===== config.mk =====
export PLATFORM = sky130hd
export DESIGN_NAME = vsel_key_guard
export DESIGN_NICKNAME = d
export VERILOG_FILES = /design/src/rtl/vsel_key_guard.sv
export SDC_FILE = /design/constraint.sdc
export NUM_CORES = 1
export LEC_CHECK = 0
export BUFFER_PORTS_ARGS = -buffer_cell sky130_fd_sc_hd__buf_2
export CORE_MARGIN = 2
export CORE_UTILIZATION = 28
export DETAILED_ROUTE_END_ITERATION = 16
export PLACE_DENSITY = 0.87
export SETUP_SLACK_MARGIN = 0.2
export SLEW_MARGIN = 20
export SYNTH_ARGS = -nofsm -noshare
export SYNTH_HDL_FRONTEND = slang
export SYNTH_SLANG_ARGS = --single-unit
export TNS_END_PERCENT = 100

===== constraint.sdc =====
create_clock -name clk -period 2.2 [get_ports clk]
set_clock_uncertainty 0.1 [all_clocks]
set_input_delay 0.11 -clock clk [delete_from_list [all_inputs] [get_ports clk]]
set_output_delay 0.11 -clock clk [all_outputs]
set_load 0.02 [all_outputs]

===== src/rtl/vsel_key_guard.sv =====
module vsel_key_guard #(
  parameter int                        DATA_W     = 32,
  parameter int                        WIN_BYTES  = 52,
  parameter int                        KEY_AW     = 3,
  parameter int                        NUM_BANKS  = 4,
  parameter int                        OFF_W      = 8,
  parameter logic [NUM_BANKS*OFF_W-1:0] BANK_OFFS = {8'h20, 8'h1C, 8'h10, 8'h0C},
  parameter int                        V18_BIT    = 2,
  parameter logic [KEY_AW-1:0]         KEY1_OFF   = 3'h0,
  parameter logic [KEY_AW-1:0]         KEY2_OFF   = 3'h4,
  parameter logic [DATA_W-1:0]         KEY1_VAL   = 32'h0000_BABA,
  parameter logic [DATA_W-1:0]         KEY2_VAL   = 32'h0000_EB10,
  localparam int                       PAW        = $clog2(WIN_BYTES)
) (
  input  logic                 clk,
  input  logic                 rst_n,
  input  logic                 key_wr_en,
  input  logic [KEY_AW-1:0]    key_addr,
  input  logic [DATA_W-1:0]    key_wdata,
  input  logic                 pw_en,
  input  logic                 pw_we,
  input  logic [PAW-1:0]       pw_addr,
  input  logic [DATA_W-1:0]    pw_wdata,
  output logic [DATA_W-1:0]    pw_rdata,
  output logic [NUM_BANKS-1:0] v18_en,
  output logic                 unlocked
);

  logic                 key1_ok;
  logic                 open_q;
  logic [NUM_BANKS-1:0] bank_q;
  logic [NUM_BANKS-1:0] hit;
  logic [DATA_W-1:0]    rdata_q;

  for (genvar g = 0; g < NUM_BANKS; g++) begin : g_dec
    assign hit[g] = (OFF_W'(pw_addr) == BANK_OFFS[g*OFF_W +: OFF_W]);
  end

  wire grant = pw_en && open_q;
  wire rd_ok = grant && !pw_we;
  wire wr_ok = grant && pw_we;

  always_ff @(posedge clk) begin
    if (!rst_n) begin
      key1_ok <= 1'b0;
      open_q  <= 1'b0;
      bank_q  <= '0;
      rdata_q <= '0;
    end else begin
      rdata_q <= '0;
      if (rd_ok) rdata_q[V18_BIT] <= |(hit & bank_q);
      if (pw_en) begin
        for (int i = 0; i < NUM_BANKS; i++)
          if (wr_ok && hit[i]) bank_q[i] <= pw_wdata[V18_BIT];
        key1_ok <= 1'b0;
        open_q  <= 1'b0;
      end else if (key_wr_en) begin
        if (key_addr == KEY1_OFF) begin
          key1_ok <= (key_wdata == KEY1_VAL);
          open_q  <= 1'b0;
        end else if (key_addr == KEY2_OFF) begin
          open_q  <= key1_ok && (key_wdata == KEY2_VAL);
          key1_ok <= 1'b0;
        end
      end
    end
  end

  assign pw_rdata = rdata_q;
  assign v18_en   = bank_q;
  assign unlocked = open_q;

endmodule


==> results of run 1 <==
-- worst min-delay path by stage --
stage | startpoint | end | slack, ns
after floorplan | rst_n | v18_en[1] | 0.14
after global placement | key_addr[1] | unlocked | 0.28
after detailed placement | pw_we | pw_rdata[2] | 0.29
after CTS | key_addr[1] | unlocked | 0.01
after global routing | key_addr[1] | key1_ok | 0.02
final | key_addr[1] | unlocked | 0.02
-- layout make-up --
| type | count | area [sq um] | area share (%) |
|---|---|---|---|
| Sequential cell | 7 | 140 | 15.4 |
| Multi-Input combinational cell | 76 | 442 | 48.6 |
| Tap cell | 30 | 37.5 | 4.13 |
| Inverter | 1 | 3.75 | 0.413 |
| Timing Repair Buffer | 52 | 260 | 28.6 |
| Clock buffer | 4 | 26.3 | 2.89 |
-- layer usage --
| metal | wire length (um) | vias to the layer above | GRT usage (%) |
|---|---|---|---|
| li1 | - | 360 | - |
| met1 | 604 | 322 | 10.4 |
| met2 | 784 | 55 | 21.9 |
| met3 | 201 | 3 | 3.89 |
| met4 | 10 | 0 | 4.58 |
| met5 | 0 | - | 0 |
-- flip-flops by register name, summed over array words and instances, names as in the netlist --
name,count
key1_ok,1
pw_rdata,1
unlocked,1
v18_en,4
-- kinds of logic after synthesis --
group           Yosys count  share of synthesized area, %
compound gates            5                          4.96
buf+inv                  32                          33.5
flops                     7                          19.9
mux                       4                          5.67
other cells               1                         0.531
simple gates             36                          35.5
-- stage by stage --
stage | util (%) | worst slack (ns) | hold WS, ns | power [W]
after floorplan | - | 0.869 | 0.138 | 0.000231
after CTS | 37.4 | 0.870 | 0.0138 | 0.000363
final | 37.4 | 0.886 | 0.0226 | 0.000353
after global placement | 36.3 | 0.929 | 0.278 | 0.000235
after detailed placement | 36.3 | 0.887 | 0.287 | 0.000237
after global routing | 37.4 | 0.801 | 0.0219 | 0.000381
-- worst register-to-register path, cell delays in order (launching register included) --
cell                       delay (ns)
sky130_fd_sc_hd__dfxtp_1         0.37
sky130_fd_sc_hd__and3_1          0.25
sky130_fd_sc_hd__and4bb_1        0.25
sky130_fd_sc_hd__mux2i_1         0.18
sky130_fd_sc_hd__nor2b_1         0.05
-- cell usage in the layout, fill, tap and decap left out, drive strengths merged --
master and count:
buf 52, conb 31, dfxtp 7, nand4 5
nor2b 5, nor4b 5, mux2i 4, clkbuf 4
nor2 3, nand2 3, nor3 3, nand4b 2
nor4 2, and4 2, nand3 2, o22ai 2
and3 2, inv 1, o2bb2ai 1, a32oi 1
a21oi 1, nor3b 1, and4bb 1
-- power by group through the flow --
| stage | combinational (W) | sequential, W | clock [W] |
|---|---|---|---|
| 2_1_floorplan | 0.000101 | 0.000130 | 0 |
| 3_3_place_gp | 0.000106 | 0.000130 | 0 |
| 3_5_place_dp | 0.000108 | 0.000130 | 0 |
| 4_1_cts | 0.000108 | 0.000127 | 0.000128 |
| 5_1_grt | 0.000120 | 0.000127 | 0.000135 |
| 6_report | 0.000108 | 0.000127 | 0.000118 |
==> out/results.md, run 1 <==
| Item | Value |
|---|---|
| Status | completed |
| # IOs | 115 |
| Global route overflow | 0 |
| Highest net fanout along the worst path | 4 |
| Final setup violation count | 0 |
| Filler cells | 260 |
| Distinct cell type count of the synthesized netlist | 24 |
| Startpoint of the worst setup timing path | unlocked |
| Max-slew violation count | 0 |
| Cell family with the largest share of critical-path delay | simple AND/OR/NAND/NOR gates |
| Power density over cell area | 388 nW/um^2 |
| Flip-flop and latch count after synthesis | 7 |
| Post-layout min period | 1.31 ns |
| Sort of element at the start of the critical path | flop |
| Count of buffers from port buffering | 52 |
| CTS Root Cell | sky130_fd_sc_hd__clkbuf_4 |
| Clock insertion delay at the later pin of the skew report | 0.25 ns |
| Die Wd | 54.2 um |
| Std-Cell Core Area | 2430 sq um |
| Gate count after technology mapping | 85 |
| Placed Area | 883 sq um |
| Final worst path period share | 59.7% |
| Vias per inst | 4.35 |
| Final weighted congestion in routability-driven placement | 0.660 |
| Reg-to-reg slack, setup | 0.89 ns |
| Unrepaired setup endpoints after global routing | false |
| Required time of the critical path | 2.24 ns |
| Detailed-placement wirelength estimate | 1.42 mm |
| Remaining design rule violation count | 0 |
| Number of diodes | 0 |
| Worst path arrival time | 1.36 ns |
| Post-CTS setup buffer count | 0 |
| Switching share of power | 33.9% |
| Portion of the post-synthesis area used by sequential elements | 19.9% |
| Wire length of the first global-routing pass | 2.40 mm |
| Area of the die | 2940 sq um |
| Antenna-violating nets left | 0 |
| Beginning of the worst register-to-register path | unlocked |
| Routed wire length per instance | 9.42 um |
| Clk network pwr share | 33.3% |
| Number of instances resized during post-cts repair | 0 |
| Cell-internal power | 0.000233 W |
| Post-synthesis to final-layout area growth | 28.9% |
| Count of buffering cells on the critical path with inverters included | 0 |
| Clock net sink count | 7 |
| Post-route cell area | 910 sq um |
| Cells traversed along the worst timing path | and3_1 > and4bb_1 > mux2i_1 > nor2b_1 |
| Maximum resistive drop on vdd | 0.195 mV |
| CTS tree | built |
| Achievable frequency | 761 MHz |
| Static leakage | 0.478 nW |
| Count of TritonRoute iterations in the first routing pass | 4 |
| Number of rows in the core area | 18 |
| Share of cells above drive strength 1 | 41.4% |
| Number of buffers created by CTS | 3 |
| First DRT Iteration DRCs | 3 |
| Switching power | 0.000120 W |
| Worst setup endpoint | v18_en[0] |
| Starting density of the core | 29.0% |
| Synth warnings | 0 |
| Dominant cell type by area after synthesis | sky130_fd_sc_hd__buf_4 |
| Maxcap violations | 0 |
| Type of the worst setup path | reg2reg |
| Area contributors post-synth | sky130_fd_sc_hd__buf_4 33%, sky130_fd_sc_hd__dfxtp_1 20%, sky130_fd_sc_hd__mux2i_1 5.7% |
| Fraction of power consumed by combinational cells | 30.7% |
| Number of antenna violations at the first check in global routing | 0 |
| Share of synthesized registers carrying an async set or reset | 0% |
| Slowest stage delay, CP | 0.37 ns |
| Hold Path Depth | 3 |
| Total placed cells including tap cells | 166 |
| Reg2Reg Capture Point | v18_en[0] |
| Cell count of the worst reg-to-reg path | 4 |
| Clock slew at the register clock pins of the worst setup and hold paths | 0.05 ns |
| Number of hold buffers added after cts | 0 |
| All-Layer GR Usage | 11.3% |
| Clock Tree Buf Depth | 2 |
| Worst min-delay path category | in2reg |
| Endpoint kind of the worst setup timing path | flop |
| Cell depth of the worst setup path | 4 |
| Number of enable flip-flop cells after synthesis | 0 |
| Clock H-tree levels | 1 |
| Critical-path cell with the highest stage delay | sky130_fd_sc_hd__dfxtp_1 |
| Area of the mapped netlist | 706 sq um |
| Number of hold violations in the final report | 0 |
| Vias in the first global route | 640 |
| Die boundary height | 54.2 um |
| Avg Synthesized Cell Area | 8.30 sq um |
| Dominant register cell in the synthesized netlist | sky130_fd_sc_hd__dfxtp_1 |
| Fin Setup TNS | 0 ns |
| Finished Layout Cells | 170 |
| DR vias | 740 |
| Total routed wirelength | 1.60 mm |
| Commonest cells in the netlist | 31 x sky130_fd_sc_hd__buf_4, 7 x sky130_fd_sc_hd__dfxtp_1, 5 x sky130_fd_sc_hd__nand4_1, 5 x sky130_fd_sc_hd__nor2b_1 |
| Largest net degree at the start of global routing | 7 |
| Fraction of synthesized cell area taken by the top area cell type | 33.0% |
| Total Nets Final | 219 |
| Top-count cell post-synth | sky130_fd_sc_hd__buf_4 |
| Flop pwr share | 35.9% |
Note: power is estimated with default switching activity, not from simulation.
==> inputs of run 2 (changes only) <==
--- a/config.mk
+++ b/config.mk
@@ -7,9 +7,9 @@
 export LEC_CHECK = 0
 export BUFFER_PORTS_ARGS = -buffer_cell sky130_fd_sc_hd__buf_2
 export CORE_MARGIN = 2
-export CORE_UTILIZATION = 28
+export CORE_UTILIZATION = 25
 export DETAILED_ROUTE_END_ITERATION = 16
-export PLACE_DENSITY = 0.87
+export PLACE_DENSITY = 0.82
 export SETUP_SLACK_MARGIN = 0.2
 export SLEW_MARGIN = 20
 export SYNTH_ARGS = -nofsm -noshare
==> constraint.sdc (replaced) <==
create_clock -name clk -period 1.1 [get_ports clk]
set_clock_uncertainty 0.1 [all_clocks]
set_input_delay 0.055 -clock clk [delete_from_list [all_inputs] [get_ports clk]]
set_output_delay 0.055 -clock clk [all_outputs]
set_load 0.02 [all_outputs]
==> run 2 against run 1 <==
The flow now finishes with violations (negative hold slack, negative setup slack); clock power up 89%; core utilization up 2.7 points; combinational power up 130%; via count up 3.4%.
==> out/results.md, run 2 (synthesized netlist as in run 1, its figures left out) <==
| Item | Value | Delta |
|---|---|---|
| First DRT Iteration DRCs | 7 | was 3 |
| Placed Area | 933 sq um | was 883 sq um |
| Met1 Routed Length | 612 um | was 604 um |
| CTS Root Cell | sky130_fd_sc_hd__clkbuf_4 | unchanged |
| Finished Layout Cells | 180 | was 170 |
| Minimum setup slack in the final design | -0.0906 ns | was 0.886 ns |
| DR vias | 765 | was 740 |
| Total routed wirelength | 1.75 mm | was 1.60 mm |
| Failing checks | negative hold slack, negative setup slack |  |
| Highest net fanout along the worst path | 4 | unchanged |
| WHS | -0.00980 ns | was 0.0226 ns |
| Global route overflow | 0 | unchanged |
| Maxcap violations | 0 | unchanged |
| Number of buffers created by CTS | 3 | unchanged |
| Filler cells | 288 | was 260 |
| Final setup violation count | 3 | was 0 |
| Number of flip-flops under the largest register name | 4 | unchanged |
| Fin Setup TNS | -0.212 ns | was 0 ns |
| Total Nets Final | 228 | was 219 |
| Clock insertion delay at the later pin of the skew report | 0.24 ns | was 0.25 ns |
| Number of hold buffers added after cts | 1 | was 0 |
| Clock net sink count | 7 | unchanged |
| Wire length of the first global-routing pass | 2.66 mm | was 2.40 mm |
| Most common cell after layout, fill and taps aside | sky130_fd_sc_hd__buf_2 | unchanged |
| Sum of met3 wire segment lengths after detailed routing | 221 um | was 201 um |
| Highest layer used for signal routing | met4 | unchanged |
| Count of buffers from port buffering | 52 | unchanged |
| Antenna-violating nets left | 0 | unchanged |
| Detailed-placement wirelength estimate | 1.46 mm | was 1.42 mm |
| Clock Tree Buf Depth | 2 | unchanged |
| Largest net degree at the start of global routing | 6 | was 7 |
| Starting density of the core | 26.0% | was 29.0% |
| Die boundary height | 57.1 um | was 54.2 um |
| Unrepaired setup endpoints after global routing | true | was false |
| Number of diodes | 0 | unchanged |
| Clock slew at the register clock pins of the worst setup and hold paths | 0.05 ns | about the same |
| Total placed cells including tap cells | 172 | was 166 |
| Overall power of the completed layout | 0.000721 W | was 0.000353 W |
| Worst min-delay path category | in2reg | unchanged |
| Share of cells above drive strength 1 | 51.7% | was 41.4% |
| Type of the worst setup path | reg2reg | unchanged |
| Std-Cell Core Area | 2710 sq um | was 2430 sq um |
| Post-route cell area | 1090 sq um | was 910 sq um |
| Remaining design rule violation count | 0 | unchanged |
| Number of rows in the core area | 19 | was 18 |
| All-Layer GR Usage | 10.4% | was 11.3% |
| Highest-count cells in the layout ignoring fill and taps | 44 x sky130_fd_sc_hd__buf_2, 31 x sky130_fd_sc_hd__conb_1, 8 x sky130_fd_sc_hd__buf_6, 8 x sky130_fd_sc_hd__buf_4 | was 52 x sky130_fd_sc_hd__buf_2, 31 x sky130_fd_sc_hd__conb_1, 7 x sky130_fd_sc_hd__dfxtp_1 |
| Vias per inst | 4.25 | was 4.35 |
| Number of hold violations in the final report | 1 | was 0 |
| Achievable frequency | 840 MHz | was 761 MHz |
| Final weighted congestion in routability-driven placement | 0.867 | was 0.660 |
| CTS tree | built | unchanged |
| Routed wire length per instance | 9.73 um | was 9.42 um |
| DR WL met2 | 906 um | was 784 um |
| Vias in the first global route | 665 | was 640 |
| Final worst path period share | 108% | was 59.7% |
| Maximum resistive drop on vdd | 0.318 mV | was 0.195 mV |
| Die Wd | 57.1 um | was 54.2 um |
| Status | complete, but fails checks | was completed |
| # IOs | 115 | unchanged |
| Static leakage | 0.538 nW | was 0.478 nW |
| Endpoint kind of the worst setup timing path | flop | unchanged |
| Sort of element at the start of the critical path | flop | unchanged |
| Max-slew violation count | 0 | unchanged |
| Fraction of the core area covered by cells at the end of the flow | 40.1% | was 37.4% |
| Worst path arrival time | 1.23 ns | was 1.36 ns |
| Clock H-tree levels | 1 | unchanged |
| Power density over cell area | 664 nW/um^2 | was 388 nW/um^2 |
| Count of TritonRoute iterations in the first routing pass | 4 | unchanged |
| Number of antenna violations at the first check in global routing | 0 | unchanged |
| Post-layout min period | 1.19 ns | was 1.31 ns |
| Area of the die | 3260 sq um | was 2940 sq um |
| Post-synthesis to final-layout area growth | 53.9% | was 28.9% |
| Required time of the critical path | 1.14 ns | was 2.24 ns |
-- run 2: cell types whose count changed in the layout (fill, tap and decap cells not counted), sizes merged --
| cell | delta |
|---|---|
| dlygate4sd3 | +1 |
| buf | +8 |
-- run 2: what timing repair did --
item | CTS | global route
endpoints found under the hold margin | 3 | 1
endpoints found under the setup margin | 10 | 11
buffers inserted | 1 | 2
gates resized for setup | 9 | 13
pin swaps | 2 | 5
-- run 2: critical path, cell delays in order (launching register included) --
cell	delay (ns)
sky130_fd_sc_hd__dfxtp_4	0.34
sky130_fd_sc_hd__and3_4	0.19
sky130_fd_sc_hd__and4bb_1	0.22
sky130_fd_sc_hd__mux2i_1	0.18
sky130_fd_sc_hd__nor2b_1	0.05
-- run 2: path summary, 6_finish.rpt --
path	start	to	slack [ns]	depth (start not counted)
worst min register to register	key1_ok	key1_ok	0.37	2
worst max register to register	unlocked	v18_en[0]	-0.09	4
worst max-delay path	unlocked	v18_en[0]	-0.09	4
worst min-delay path	pw_we	pw_rdata[2]	-0.01	3
-- run 2: final cells by class --
class,instances,area [sq um],share of cell area [%]
Sequential cell,7,150,13.8
Multi-Input combinational cell,76,487,44.8
Inverter,1,3.75,0.346
Timing Repair Buffer,61,380,35.0
Clock buffer,4,26.3,2.42
Tap cell,31,38.8,3.57
-- run 2: stage by stage --
stage / hold slack, ns / setup slack (ns)
finish: -0.00980 / -0.0906
CTS: -0.0183 / -0.0745
global route: -0.00615 / -0.136
global placement: 0.244 / -0.0551
detailed placement: 0.241 / -0.0784
floorplan: 0.0830 / -0.0986
-- run 2: power breakdown --
part | switching, W | internal, W | total, W
Clock | 0.0000856 | 0.000138 | 0.000223
Sequential | 0.000000000000000220 | 0.000251 | 0.000251
Combinational | 0.000154 | 0.0000917 | 0.000246
-- run 2: metal layers --
| layer | track usage [%] | vias up |
|---|---|---|
| met1 | 11.4 | 330 |
| met5 | 0 | - |
| li1 | - | 380 |
| met3 | 3.40 | 2 |
| met2 | 18.2 | 53 |
| met4 | 4.98 | 0 |
